==> src/rtl/ecb_pkg.sv <==
package ecb_pkg;

    localparam int ADDR_W = 5;
    localparam int DATA_W = 32;

    // register map (word addresses)
    localparam logic [ADDR_W-1:0] A_CNT_BASE = 5'd0;
    localparam logic [ADDR_W-1:0] A_SEL_BASE = 5'd8;
    localparam logic [ADDR_W-1:0] A_FLT_BASE = 5'd16;
    localparam logic [ADDR_W-1:0] A_CEN_SET  = 5'd24;
    localparam logic [ADDR_W-1:0] A_CEN_CLR  = 5'd25;
    localparam logic [ADDR_W-1:0] A_IEN_SET  = 5'd26;
    localparam logic [ADDR_W-1:0] A_IEN_CLR  = 5'd27;
    localparam logic [ADDR_W-1:0] A_OVS_SET  = 5'd28;
    localparam logic [ADDR_W-1:0] A_OVS_CLR  = 5'd29;
    localparam logic [ADDR_W-1:0] A_CTRL     = 5'd30;
    localparam logic [ADDR_W-1:0] A_ACCESS   = 5'd31;

    typedef enum logic [1:0] {
        FLT_ANY  = 2'd0,
        FLT_SEC  = 2'd1,
        FLT_NSEC = 2'd2,
        FLT_NONE = 2'd3
    } flt_e;

    function automatic logic filter_pass(input flt_e f, input logic is_ns);
        case (f)
            FLT_ANY:  return 1'b1;
            FLT_SEC:  return !is_ns;
            FLT_NSEC: return is_ns;
            default:  return 1'b0;
        endcase
    endfunction

endpackage

==> src/rtl/ecb_access_gate.sv <==
module ecb_access_gate
    import ecb_pkg::*;
(
    input  logic              clk,
    input  logic              rst,
    input  logic              reg_en,
    input  logic              reg_wr,
    input  logic              reg_ns,
    input  logic [ADDR_W-1:0] reg_addr,
    input  logic              wbit,
    input  logic              ns_allow_tie,
    input  logic              sec_disable,
    output logic              wr_ok,
    output logic              rd_ok,
    output logic              allow_q
);

    logic permitted;

    assign permitted = !reg_ns || allow_q || ns_allow_tie || sec_disable;
    assign wr_ok     = reg_en && reg_wr && permitted;
    assign rd_ok     = reg_en && !reg_wr && permitted;

    always_ff @(posedge clk) begin
        if (rst) begin
            allow_q <= 1'b0;
        end else if (wr_ok && !reg_ns && reg_addr == A_ACCESS) begin
            allow_q <= wbit;
        end
    end

endmodule

==> src/rtl/ecb_counter.sv <==
module ecb_counter
    import ecb_pkg::*;
#(
    parameter int CNT_W   = 32,
    parameter int NUM_EVT = 6,
    parameter int SEL_W   = 3
) (
    input  logic               clk,
    input  logic               cnt_wr,
    input  logic               sel_wr,
    input  logic               flt_wr,
    input  logic [CNT_W-1:0]   cnt_wdata,
    input  logic [SEL_W-1:0]   sel_wdata,
    input  flt_e               flt_wdata,
    input  logic               count_en,
    input  logic [NUM_EVT-1:0] evt,
    input  logic [NUM_EVT-1:0] evt_ns,
    output logic [CNT_W-1:0]   cnt_q,
    output logic [SEL_W-1:0]   sel_q,
    output flt_e               flt_q,
    output logic               ovf
);

    logic hit;
    logic hit_ns;
    logic bump;

    // selector values without a matching input leave hit low
    always_comb begin
        hit    = 1'b0;
        hit_ns = 1'b0;
        for (int k = 0; k < NUM_EVT; k++) begin
            if (sel_q == SEL_W'(k)) begin
                hit    = evt[k];
                hit_ns = evt_ns[k];
            end
        end
    end

    assign bump = count_en && hit && filter_pass(flt_q, hit_ns);
    assign ovf  = bump && !cnt_wr && (cnt_q == '1);

    // no reset: software must program before use
    always_ff @(posedge clk) begin
        if (cnt_wr) begin
            cnt_q <= cnt_wdata;
        end else if (bump) begin
            cnt_q <= cnt_q + 1'b1;
        end
        if (sel_wr) sel_q <= sel_wdata;
        if (flt_wr) flt_q <= flt_wdata;
    end

endmodule

==> src/rtl/ecb_ctrl_regs.sv <==
module ecb_ctrl_regs
    import ecb_pkg::*;
#(
    parameter int NUM_CNT = 5
) (
    input  logic               clk,
    input  logic               rst,
    input  logic               wr_ok,
    input  logic [ADDR_W-1:0]  reg_addr,
    input  logic [NUM_CNT-1:0] wmask,
    input  logic [NUM_CNT-1:0] ovf,
    output logic [NUM_CNT-1:0] cnten_q,
    output logic [NUM_CNT-1:0] inten_q,
    output logic [NUM_CNT-1:0] ovs_q,
    output logic               glb_en_q,
    output logic               irq
);

    logic [NUM_CNT-1:0] ovs_set;
    logic [NUM_CNT-1:0] ovs_clr;
    logic [NUM_CNT-1:0] ovs_next;

    assign ovs_set  = (wr_ok && reg_addr == A_OVS_SET) ? wmask : '0;
    assign ovs_clr  = (wr_ok && reg_addr == A_OVS_CLR) ? wmask : '0;
    // setting sources win over a clear in the same cycle
    assign ovs_next = (ovs_q & ~ovs_clr) | ovs_set | ovf;

    always_ff @(posedge clk) begin
        if (rst) begin
            cnten_q  <= '0;
            inten_q  <= '0;
            ovs_q    <= '0;
            glb_en_q <= 1'b0;
        end else begin
            ovs_q <= ovs_next;
            if (wr_ok) begin
                case (reg_addr)
                    A_CEN_SET: cnten_q  <= cnten_q | wmask;
                    A_CEN_CLR: cnten_q  <= cnten_q & ~wmask;
                    A_IEN_SET: inten_q  <= inten_q | wmask;
                    A_IEN_CLR: inten_q  <= inten_q & ~wmask;
                    A_CTRL:    glb_en_q <= wmask[0];
                    default: ;
                endcase
            end
        end
    end

    assign irq = |(ovs_q & inten_q);

endmodule

==> src/rtl/ecb_bank.sv <==
module ecb_bank
    import ecb_pkg::*;
#(
    parameter int NUM_CNT = 5,
    parameter int CNT_W   = 32,
    parameter int NUM_EVT = 6
) (
    input  logic               clk,
    input  logic               rst,
    input  logic               reg_en,
    input  logic               reg_wr,
    input  logic               reg_ns,
    input  logic [ADDR_W-1:0]  reg_addr,
    input  logic [DATA_W-1:0]  reg_wdata,
    output logic [DATA_W-1:0]  reg_rdata,
    input  logic [NUM_EVT-1:0] evt_in,
    input  logic [NUM_EVT-1:0] evt_ns,
    input  logic               ns_allow_tie,
    input  logic               sec_disable,
    output logic               irq
);

    localparam int SEL_W = (NUM_EVT > 1) ? $clog2(NUM_EVT) : 1;

    initial begin
        if (NUM_CNT > 8 || CNT_W > DATA_W || SEL_W > DATA_W)
            $error("ecb_bank: parameters exceed the register map");
    end

    logic               wr_ok;
    logic               rd_ok;
    logic               allow_q;
    logic [NUM_CNT-1:0] cnten_q;
    logic [NUM_CNT-1:0] inten_q;
    logic [NUM_CNT-1:0] ovs_q;
    logic               glb_en_q;
    logic [NUM_CNT-1:0] ovf;
    logic [CNT_W-1:0]   cnt_q [NUM_CNT];
    logic [SEL_W-1:0]   sel_q [NUM_CNT];
    flt_e               flt_q [NUM_CNT];

    ecb_access_gate u_gate (
        .clk          (clk),
        .rst          (rst),
        .reg_en       (reg_en),
        .reg_wr       (reg_wr),
        .reg_ns       (reg_ns),
        .reg_addr     (reg_addr),
        .wbit         (reg_wdata[0]),
        .ns_allow_tie (ns_allow_tie),
        .sec_disable  (sec_disable),
        .wr_ok        (wr_ok),
        .rd_ok        (rd_ok),
        .allow_q      (allow_q)
    );

    ecb_ctrl_regs #(.NUM_CNT(NUM_CNT)) u_ctrl (
        .clk      (clk),
        .rst      (rst),
        .wr_ok    (wr_ok),
        .reg_addr (reg_addr),
        .wmask    (reg_wdata[NUM_CNT-1:0]),
        .ovf      (ovf),
        .cnten_q  (cnten_q),
        .inten_q  (inten_q),
        .ovs_q    (ovs_q),
        .glb_en_q (glb_en_q),
        .irq      (irq)
    );

    for (genvar g = 0; g < NUM_CNT; g++) begin : g_cnt
        logic cnt_wr, sel_wr, flt_wr;
        assign cnt_wr = wr_ok && reg_addr == A_CNT_BASE + ADDR_W'(g);
        assign sel_wr = wr_ok && reg_addr == A_SEL_BASE + ADDR_W'(g);
        assign flt_wr = wr_ok && reg_addr == A_FLT_BASE + ADDR_W'(g);

        ecb_counter #(.CNT_W(CNT_W), .NUM_EVT(NUM_EVT), .SEL_W(SEL_W)) u_cnt (
            .clk       (clk),
            .cnt_wr    (cnt_wr),
            .sel_wr    (sel_wr),
            .flt_wr    (flt_wr),
            .cnt_wdata (reg_wdata[CNT_W-1:0]),
            .sel_wdata (reg_wdata[SEL_W-1:0]),
            .flt_wdata (flt_e'(reg_wdata[1:0])),
            .count_en  (cnten_q[g] && glb_en_q),
            .evt       (evt_in),
            .evt_ns    (evt_ns),
            .cnt_q     (cnt_q[g]),
            .sel_q     (sel_q[g]),
            .flt_q     (flt_q[g]),
            .ovf       (ovf[g])
        );
    end

    always_comb begin
        reg_rdata = '0;
        if (rd_ok) begin
            for (int n = 0; n < NUM_CNT; n++) begin
                if (reg_addr == A_CNT_BASE + ADDR_W'(n)) reg_rdata[CNT_W-1:0] = cnt_q[n];
                if (reg_addr == A_SEL_BASE + ADDR_W'(n)) reg_rdata[SEL_W-1:0] = sel_q[n];
                if (reg_addr == A_FLT_BASE + ADDR_W'(n)) reg_rdata[1:0]       = flt_q[n];
            end
            case (reg_addr)
                A_CEN_SET, A_CEN_CLR: reg_rdata[NUM_CNT-1:0] = cnten_q;
                A_IEN_SET, A_IEN_CLR: reg_rdata[NUM_CNT-1:0] = inten_q;
                A_OVS_SET, A_OVS_CLR: reg_rdata[NUM_CNT-1:0] = ovs_q;
                A_CTRL:               reg_rdata[0]           = glb_en_q;
                A_ACCESS:             reg_rdata[0]           = allow_q;
                default: ;
            endcase
        end
    end

endmodule

==> config.mk <==
export PLATFORM = sky130hd
export DESIGN_NAME = ecb_bank
export DESIGN_NICKNAME = d
export VERILOG_FILES = /design/src/rtl/ecb_pkg.sv /design/src/rtl/ecb_access_gate.sv /design/src/rtl/ecb_counter.sv /design/src/rtl/ecb_ctrl_regs.sv /design/src/rtl/ecb_bank.sv
export SDC_FILE = /design/constraint.sdc
export NUM_CORES = 1
export LEC_CHECK = 0
export ABC_CLOCK_PERIOD_IN_PS = 6300
export BUFFER_PORTS_ARGS = -buffer_cell sky130_fd_sc_hd__buf_4
export CAP_MARGIN = 20
export CORE_ASPECT_RATIO = 0.6
export CORE_MARGIN = 1.5
export CORE_UTILIZATION = 67
export CTS_CLUSTER_DIAMETER = 150
export CTS_CLUSTER_SIZE = 40
export DETAILED_ROUTE_END_ITERATION = 7
export PLACE_DENSITY = 0.95
export SYNTH_ARGS = -nofsm -noshare
export SYNTH_HDL_FRONTEND = slang
export SYNTH_SLANG_ARGS = --single-unit
==> constraint.sdc <==
create_clock -name clk -period 6.3 [get_ports clk]
set_input_delay 0.315 -clock clk [delete_from_list [all_inputs] [get_ports clk]]
set_output_delay 0.315 -clock clk [all_outputs]
set_load 0.05 [all_outputs]
[Word-level counts from Yosys, hierarchy flattened]
Index checks and enable logic that the tools add are counted.
Word-level totals
  flip-flop bits (word level): 202
  bits of input ports: 56
  output and inout bits: 33
  logic and storage cells: 286
Operators by class
  $add $sub $neg: 5
  equal/unequal tests: 62
  multiplexer cells: 101
  bitwise logic cells: 10
  reductions and logical operators: 88
Operator list (number)
  32-bit two-way mux: 18
  32-bit by 1-bit adder with 32-bit output, second input constant: 5
  32-bit equality test, second input constant: 5
  5-bit equality test, second input constant: 13
  1-bit two-way mux: 60
  1-bit logical AND: 48
  3-bit by 2-bit equality test with 1-bit output, second input constant: 10
  3-bit equality test, second input constant: 10
  5-bit by 4-bit equality test with 1-bit output, second input constant: 5
  3-bit two-way mux: 7
  5-bit bitwise AND: 4
  5-bit OR: 4
  5-bit case mux with 2 select lines: 2
  3-bit by 1-bit equality test with 1-bit output, second input constant: 5
  3-bit logical NOT: 5
  1-bit case mux with 3 select lines: 5
  2-bit nonzero test: 7
  1-bit logical NOT: 12
  4-bit case mux with 3 select lines: 1
  2-bit by 1-bit equality test with 1-bit output, second input constant: 5
  2-bit equality test, second input constant: 5
  5-bit by 2-bit equality test with 1-bit output, second input constant: 2
  2-bit logical NOT: 5
  2-bit two-way mux: 5
  other kinds (10): 18

[Longest topological paths before layout]
Gate-level depths: netlist of the first run.
  depth after elaboration: 22
  depth in mapped cells: 9
  depth with buffers taken out: 6

[By module]
A second synthesis of the first run with hierarchy kept.
Second synthesis, totals
  cell total of the unflattened synthesis: 1553
  area, all modules: 14159.8 um2
By module, submodules not included
  ecb_counter at g_cnt[0].u_cnt ...: times used 4, cells each 234, area an instance 2297.2 um2, sequential area each 1111.1 um2
  ecb_counter at g_cnt[4].u_cnt: times used 1, cells each 231, area an instance 2294.7 um2, sequential area each 1111.1 um2
  ecb_bank: times used 1, cells each 296, area an instance 1830.5 um2, sequential area each 0.0 um2
  ecb_ctrl_regs: times used 1, cells each 78, area an instance 750.7 um2, sequential area each 320.3 um2
  ecb_access_gate: times used 1, cells each 12, area an instance 95.1 um2, sequential area each 20.0 um2

[Worst setup path before layout of the first run]
Ideal clock, no wire load.
  path type: input to output
  from: input reg_addr[1]
  to: output reg_rdata[2]
  arrival: 2.750 ns
  data required time: 5.985 ns
  slack: 3.235 ns
  cell stages on the path: 8
  buffers on the path: 3
  path through: buf_2 or3b_1 clkbuf_1 nor2_1 buf_2 a32oi_1 o311a_1 a311oi_1
On the way
  word-level cells in the longest chain between the ends: 17
  elaborated cells on any way between the ends: 35
  classes of those cells: eq/ne (15); mux (16); reduce/logical (4)
RTL lines
  from (decl): RTL line ecb_bank.sv:13  | input logic [ADDR_W-1:0] reg_addr,
  5-bit logical NOT: RTL line ecb_bank.sv:99  | if (reg_addr == A_CNT_BASE + ADDR_W'(n)) reg_rdata[CNT_W-1:0] = cnt_q[n];
  32-bit two-way mux: RTL line ecb_bank.sv:99
  3-bit two-way mux: RTL line ecb_bank.sv:100  | if (reg_addr == A_SEL_BASE + ADDR_W'(n)) reg_rdata[SEL_W-1:0] = sel_q[n];
  32-bit two-way mux: RTL line ecb_bank.sv:99
  32-bit two-way mux: RTL line ecb_bank.sv:97  | if (rd_ok) begin
  3-bit two-way mux: RTL line ecb_bank.sv:100
  3-bit two-way mux: RTL line ecb_bank.sv:97
  32-bit two-way mux: RTL line ecb_bank.sv:99
  32-bit two-way mux: RTL line ecb_bank.sv:97
  3-bit two-way mux: RTL line ecb_bank.sv:100
  3-bit two-way mux: RTL line ecb_bank.sv:97
  32-bit two-way mux: RTL line ecb_bank.sv:99
  3-bit two-way mux: RTL line ecb_bank.sv:100
  32-bit two-way mux: RTL line ecb_bank.sv:99
  3-bit two-way mux: RTL line ecb_bank.sv:100
  4-bit case mux with 3 select lines (*): RTL line ecb_bank.sv:103  | case (reg_addr)
  32-bit two-way mux (*): RTL line ecb_bank.sv:97
  to (decl): RTL line ecb_bank.sv:15  | output logic [DATA_W-1:0] reg_rdata,
Every way passes the cells marked *; elsewhere a longest branch is shown, timed or not. The select of a mux whose other input is x is not followed.

[Worst setup path after layout of the first run]
  from: input reg_addr[3]
  to: output reg_rdata[2]
The elaborated chain is that of the path after synthesis.

==> metrics.txt, run 1 <==
Pins Over Slew Limit 0; initial antenna violation count 0; Async SR Flop Fraction 0; clock buffer depth 3; drt pass-1 iters 8; largest net degree at the start of global routing 72; Top Metal Used met5; Iteration-0 DRC Markers 2731; Fin. Hold Viols 0; CTS Buf Count 9; Die Ht 114 µm; WL met3 11.1 mm; first-pass GRT wire length 74.2 mm; total grt overflow 0; Routed WL 50.2 mm; failing checks design-rule violations; Int Pwr 1800 µW; Post CTS Setup Buffer Count 0; Final GP Congestion 1.10; CP Max Fanout 31; final setup TNS 0 ns; clk sink count 202; DR WL/cell 27.3 µm; Clock Tree Root clkbuf_16; Syn Area/Cell 8.96 µm²; routed via count 13700; sw power 606 µW; Mapped Cells 1548; Post-layout nets 1627; GRT Total Usage 0.463; Critical Path Source reg_addr[3]; most used cell along the critical path buf_4; Area after DPL 14700 µm²; DR vias/cell 7.42; Post-DRT Antenna Nets 0; PostCTS Resize Cnt 0; Ys Warns 0; Commonest cells post-synth 285 x nand2_1, 185 x edfxtp_1, 125 x o21ai_0, 93 x nand3_1, 83 x nor2_1; IO Port Bufs 88; number of global-route vias before repair 12400; critical path class input pin to output port; Req. time, crit path 5.98 ns; core area 20200 µm²; clock transition at the registers of the reported paths 0.16 ns; metal2 WL 18.8 mm; Clock Skews 0.0864 ns; top post-synthesis cells by area edfxtp_1 40%, nand2_1 7.7%, o21ai_0 4.5%; Critical Path AT 3.01 ns; fill count 1432; Final period util 0.528; Gate power share 0.091; post-synthesis register bit count 202; synthesized area 13900 µm²; count leader, synth nand2_1; Ports 89; VDD IR-drop max 0.000171 V; cts hold-fix bufs 0; Synth area leader edfxtp_1; Post-synth EDFFs 185; FMAX 301 MHz; site row count 40; distinct cell type count after synthesis 68; P&R area growth vs syn 7.94%; CP Capture Type output port; overall die width 189 µm; # DRC 1; Reg power frac 0.607; hpwl dp 37.4 mm; TritonCTS clock tree built; Min-Delay Path Class input pin to register; Switching Fraction 0.252; Final Setup Violations 0; wl on met1 19.1 mm; Leak 0.00471 µW; sequential fraction of the synthesis area 0.425; crit path cell chain buf_4, or3b_1, nor2_2, buf_4, a32oi_1, o311a_1, a311oi_1, buf_4; Hold Crit Start reg_wdata[9]; P per Cell Area 160 nW/µm²; design area 15000 µm²; clk_lat worst skew 0.51 ns; Max-Cap Viols 0; Primary FF master, synth edfxtp_1; slowest stage delay, CP 0.66 ns; Initial Utilization 0.688; type of origin of the critical path input pin; worst slew pin tran 1.02 ns; share of cells above drive strength 1 0.102; outcome finished, violations left; Clock power frac 0.302; Final min period 3.32 ns; Synth top area share 0.400; CTS H-tree depth 1; Die Area 21600 µm²; Worst R2R Start g_cnt[4].u_cnt.sel_q[0]; syn_nets 1609; CP max-delay cell nor2_2; unrepaired setup endpoints after global routing no; Slew HR 0.319
-- layer usage --
layer / up-vias / GRT usage
li1: 5752 / -
met3: 161 / 0.265
met2: 1341 / 0.593
met4: 2 / 0.0899
met1: 6403 / 0.667
met5: - / 0.0385
-- cells in the final DEF, fill, tap and decap left out, types with 4 or more instances in the layout --
cell type / instances
edfxtp_1: 185
nor4_2: 4
and2_1: 29
ha_1: 5
mux2i_1: 53
mux2_2: 11
xor2_1: 62
nor2b_1: 16
a21oi_1: 37
a311o_1: 4
and4_1: 15
and3_1: 36
clkbuf_16: 9
mux4_2: 11
a311oi_1: 12
o2bb2ai_1: 6
nor3b_1: 6
nand2_1: 285
a22oi_1: 57
nor3_1: 43
xnor2_1: 53
dfxtp_1: 17
nor2_1: 78
nor2_2: 5
o21ai_0: 125
o31ai_1: 4
a31oi_1: 30
o22ai_1: 5
inv_1: 25
or4_1: 4
nand2b_1: 9
buf_4: 102
nor4_4: 4
nand3_1: 93
nand4_1: 46
nand3b_1: 5
nor4_1: 23
-- final cells by class --
class                   instances  area, µm²  area share
multi-input cells            1221       7500       0.501
inverters                      25       93.8     0.00627
diodes                          1       2.50    0.000167
well taps                     273        342      0.0228
clock inverters                 1       30.0     0.00200
clock buffers                  12        236      0.0158
flip-flops and latches        202       5900       0.394
repair buffers                107        875      0.0584
-- power groups by stage --
stage	Clock, µW	Combinational [µW]	Sequential (µW)
finish	725	219	1460
global route	749	221	1460
CTS	709	202	1460
detailed placement	0	202	1490
global placement	0	197	1490
floorplan	0	102	1480
-- worst paths after layout --
path | end | slack, ns | cells past startpoint
setup / recovery | reg_rdata[2] | 2.98 | 8
hold / removal | g_cnt[1].u_cnt.cnt_q[9] | 0.15 | 3
setup reg to reg | g_cnt[4].u_cnt.cnt_q[24] | 3.36 | 6
hold reg to reg | register | 0.55 | 2
-- critical path, delay by kind of cell --
kind | cells | cell delay (ns)
AOI/OAI and AO/OA | 3 | 0.57
buffers and inverters | 3 | 0.88
and+or+nand+nor | 2 | 1.23
-- per-stage QoR --
| step | total power, µW | util | setup WS, ns | instances | hold slack (ns) |
|---|---|---|---|---|---|
| 6_report | 2400 | 0.743 | 2.98 | 1842 | 0.146 |
| 5_1_grt | 2430 | 0.742 | 3.00 | 1841 | 0.144 |
| 4_1_cts | 2370 | 0.742 | 3.14 | 1840 | 0.124 |
| 3_5_place_dp | 1690 | 0.729 | 3.15 | 1827 | 0.534 |
| 3_3_place_gp | 1680 | 0.724 | 2.81 | 1822 | 0.522 |
| 2_1_floorplan | 1590 | - | 3.24 | 1548 | 0.414 |
-- flip-flops by register name, indices dropped and copies added, names as in the netlist, named ones only --
name	cells
g_cnt.u_cnt.cnt_q	160
g_cnt.u_cnt.flt_q	10
g_cnt.u_cnt.sel_q	15
u_ctrl.glb_en_q	1
u_ctrl.ovs_q	5
u_gate.allow_q	1
-- kinds of logic (layout without fill, tap and decap cells) --
| group | Yosys count | count (layout) | synth area share |
|---|---|---|---|
| other | 0 | 1 | 0 |
| AOI/OAI and AO/OA | 307 | 307 | 0.139 |
| DFF | 202 | 202 | 0.425 |
| buffers and inverters | 125 | 145 | 0.0376 |
| and+or+nand+nor | 719 | 719 | 0.257 |
| adders and majority gates | 5 | 5 | 0.00451 |
| muxes | 75 | 75 | 0.0650 |
| xor gates and xnor gates | 115 | 115 | 0.0726 |
Power figures use the tool's default switching activity.
==> run 2, diff against run 1 <==
Settings changed: ABC_CLOCK_PERIOD_IN_PS 6300 to 3100, CORE_UTILIZATION 67 to 62, PLACE_DENSITY 0.95 to 0.9.
Clock period 6.3 ns to 3.1 ns, I/O delays scaled along.
==> run 2 against run 1 <==
Effect of this change:
- the flow now finishes without violations
- cell count up 1.9%
- sequential cell count unchanged
- sequential share of layout area down 0.47 points
- core utilization down 5.4 points
- via count down 3.0%
- non-clock buffer count up 23
- clock power up 110%
- first-iteration DRC count up 12%
- global-route usage down 5.8 points
==> metrics.txt, run 2 (synthesized netlist as in run 1, its figures left out) <==
clock buffer depth 3 (unchanged); Final period util 0.913; commonest non-fill, non-tap cell in the layout nand2_1 (unchanged); overall die width 196 µm (was 189 µm); critical path class register to output port (was input pin to output port); P&R area growth vs syn 9.26% (was 7.94%); VDD IR-drop max 0.000336 V (was 0.000171 V); max FFs per register 160 (unchanged); Cell Count, Final, Fillers Out 1877 (was 1842); clk sink count 202 (unchanged); Clock Tree Root clkbuf_16 (unchanged); Gate power share 0.094 (was 0.091); Int Pwr 3660 µW (was 1800 µW); # DRC 0 (was 1); Post-layout nets 1650 (was 1627); GRT Total Usage 0.405 (was 0.463); FMAX 353 MHz; Ports 89 (unchanged); placed insts 1857 (was 1827); final setup TNS 0 ns (unchanged); CTS H-tree depth 1 (unchanged); Hold WS 0.0167 ns (was 0.146 ns); hpwl dp 35.2 mm (was 37.4 mm); routed via count 13300 (was 13700); Clock Skews 0.0929 ns (was 0.0864 ns); CP Max Fanout 33 (was 31); total grt overflow 0 (unchanged); Routed WL 47.7 mm (was 50.2 mm); site row count 42 (was 40); Final GP Congestion 1.09 (was 1.10); Max-Cap Viols 0 (unchanged); Iteration-0 DRC Markers 3064 (was 2731); Post-DRT Antenna Nets 0 (unchanged); Slew HR 0.396 (was 0.319); Min-Delay Path Class input pin to register (unchanged); core area 22000 µm² (was 20200 µm²); Fin. Hold Viols 0 (unchanged); CTS Buf Count 9 (unchanged); Req. time, crit path 2.94 ns (was 5.98 ns); Reg power frac 0.602 (was 0.607); Final min period 2.83 ns; total chip power 4920 µW (was 2400 µW); TritonCTS clock tree built (unchanged); clock transition at the registers of the reported paths 0.17 ns (was 0.16 ns); drt pass-1 iters 7 (was 8); initial antenna violation count 2 (was 0); most flop-heavy register g_cnt.u_cnt.cnt_q (unchanged); Initial Utilization 0.630 (was 0.688); Pins Over Slew Limit 0 (unchanged); CP Capture Type output port (unchanged); largest net degree at the start of global routing 72 (unchanged); Die Area 23300 µm² (was 21600 µm²); DR vias/cell 7.06 (was 7.42); Final Setup Violations 0 (unchanged); Critical Path AT 2.68 ns (was 3.01 ns); unrepaired setup endpoints after global routing no (unchanged); ant diodes 0 (was 1); worst slew pin tran 0.899 ns (was 1.02 ns); share of cells above drive strength 1 0.111 (was 0.102); number of global-route vias before repair 11800 (was 12400); Clock power frac 0.304 (was 0.302); Top Registers g_cnt.u_cnt.cnt_q (160), g_cnt.u_cnt.sel_q (15), g_cnt.u_cnt.flt_q (10) (unchanged); DR WL/cell 25.4 µm (was 27.3 µm); PostCTS Resize Cnt 0 (unchanged); IO Port Bufs 88 (unchanged); Switching Fraction 0.257 (was 0.252); type of origin of the critical path register (was input pin); P per Cell Area 325 nW/µm² (was 160 nW/µm²); clk_lat worst skew 0.52 ns (was 0.51 ns); final core occ 0.689 (was 0.743); sw power 1260 µW (was 606 µW); Leak 0.00481 µW (was 0.00471 µW); first-pass GRT wire length 70.8 mm (was 74.2 mm); Die Ht 119 µm (was 114 µm); commonest cells after routing, fill and taps aside 285 x nand2_1, 185 x edfxtp_1, 125 x o21ai_0 (unchanged); outcome completed (was finished, violations left)
## run 2: changes by cell type in the layout (fill, tap and decap cells not counted)
cell / before / now
dlygate4sd3_1: 0 / 7
buf_6: 1 / 0
buf_8: 1 / 0
buf_4: 102 / 119
diode_2: 1 / 0
buf_16: 3 / 0
buf_12: 0 / 4
## run 2: stage by stage
step	setup WS, ns	area [µm²]
2_1_floorplan	0.355	13900
3_3_place_gp	0.608	14800
3_5_place_dp	0.580	14800
4_1_cts	0.287	15200
5_1_grt	0.0837	15200
6_report	0.269	15200
## run 2: metal layers
metal,GRT usage,wire (µm),up-vias
li1,-,-,5799
met1,0.606,18300,6157
met2,0.511,17700,1183
met3,0.229,10800,110
met4,0.0519,881,4
met5,0,23,-
## run 2: final timing paths
kind	startpoint	endpoint	slack [ns]	cells past startpoint
min	reg_wdata[7]	g_cnt[4].u_cnt.cnt_q[7]	0.02	3
max reg2reg	u_gate.allow_q	register	0.53	6
min reg2reg	register	u_ctrl.ovs_q[3]	0.56	2
max	u_gate.allow_q	reg_rdata[0]	0.27	7
## run 2: final cells by class
| type | count | area [µm²] |
|---|---|---|
| clock buffers | 12 | 236 |
| clock inverters | 1 | 30.0 |
| fillers | 1671 | 6860 |
| inverters | 25 | 93.8 |
| multi-input cells | 1221 | 7500 |
| flip-flops and latches | 202 | 5900 |
| well taps | 286 | 358 |
| repair buffers | 130 | 1040 |
## run 2: worst max-delay path: stages (launching register included)
cell	delay, ns
dfxtp_1	0.39
or4b_1	0.63
nand3b_1	0.13
buf_4	0.36
nor3b_1	0.13
nor3_1	0.23
a21oi_1	0.09
buf_4	0.19
## run 2: power by group through the flow
| stage | registers (µW) | logic (µW) | clock network, µW |
|---|---|---|---|
| 6_report | 2960 | 464 | 1490 |
| 5_1_grt | 2960 | 470 | 1560 |
| 4_1_cts | 2960 | 431 | 1480 |
| 3_5_place_dp | 3020 | 423 | 0 |
| 3_3_place_gp | 3020 | 424 | 0 |
| 2_1_floorplan | 3020 | 207 | 0 |
## run 2: repair_timing
action | CTS | global route
hold buffers | 7 | 0
buffers inserted | 0 | 0
endpoints found under the hold margin | 9 | 0
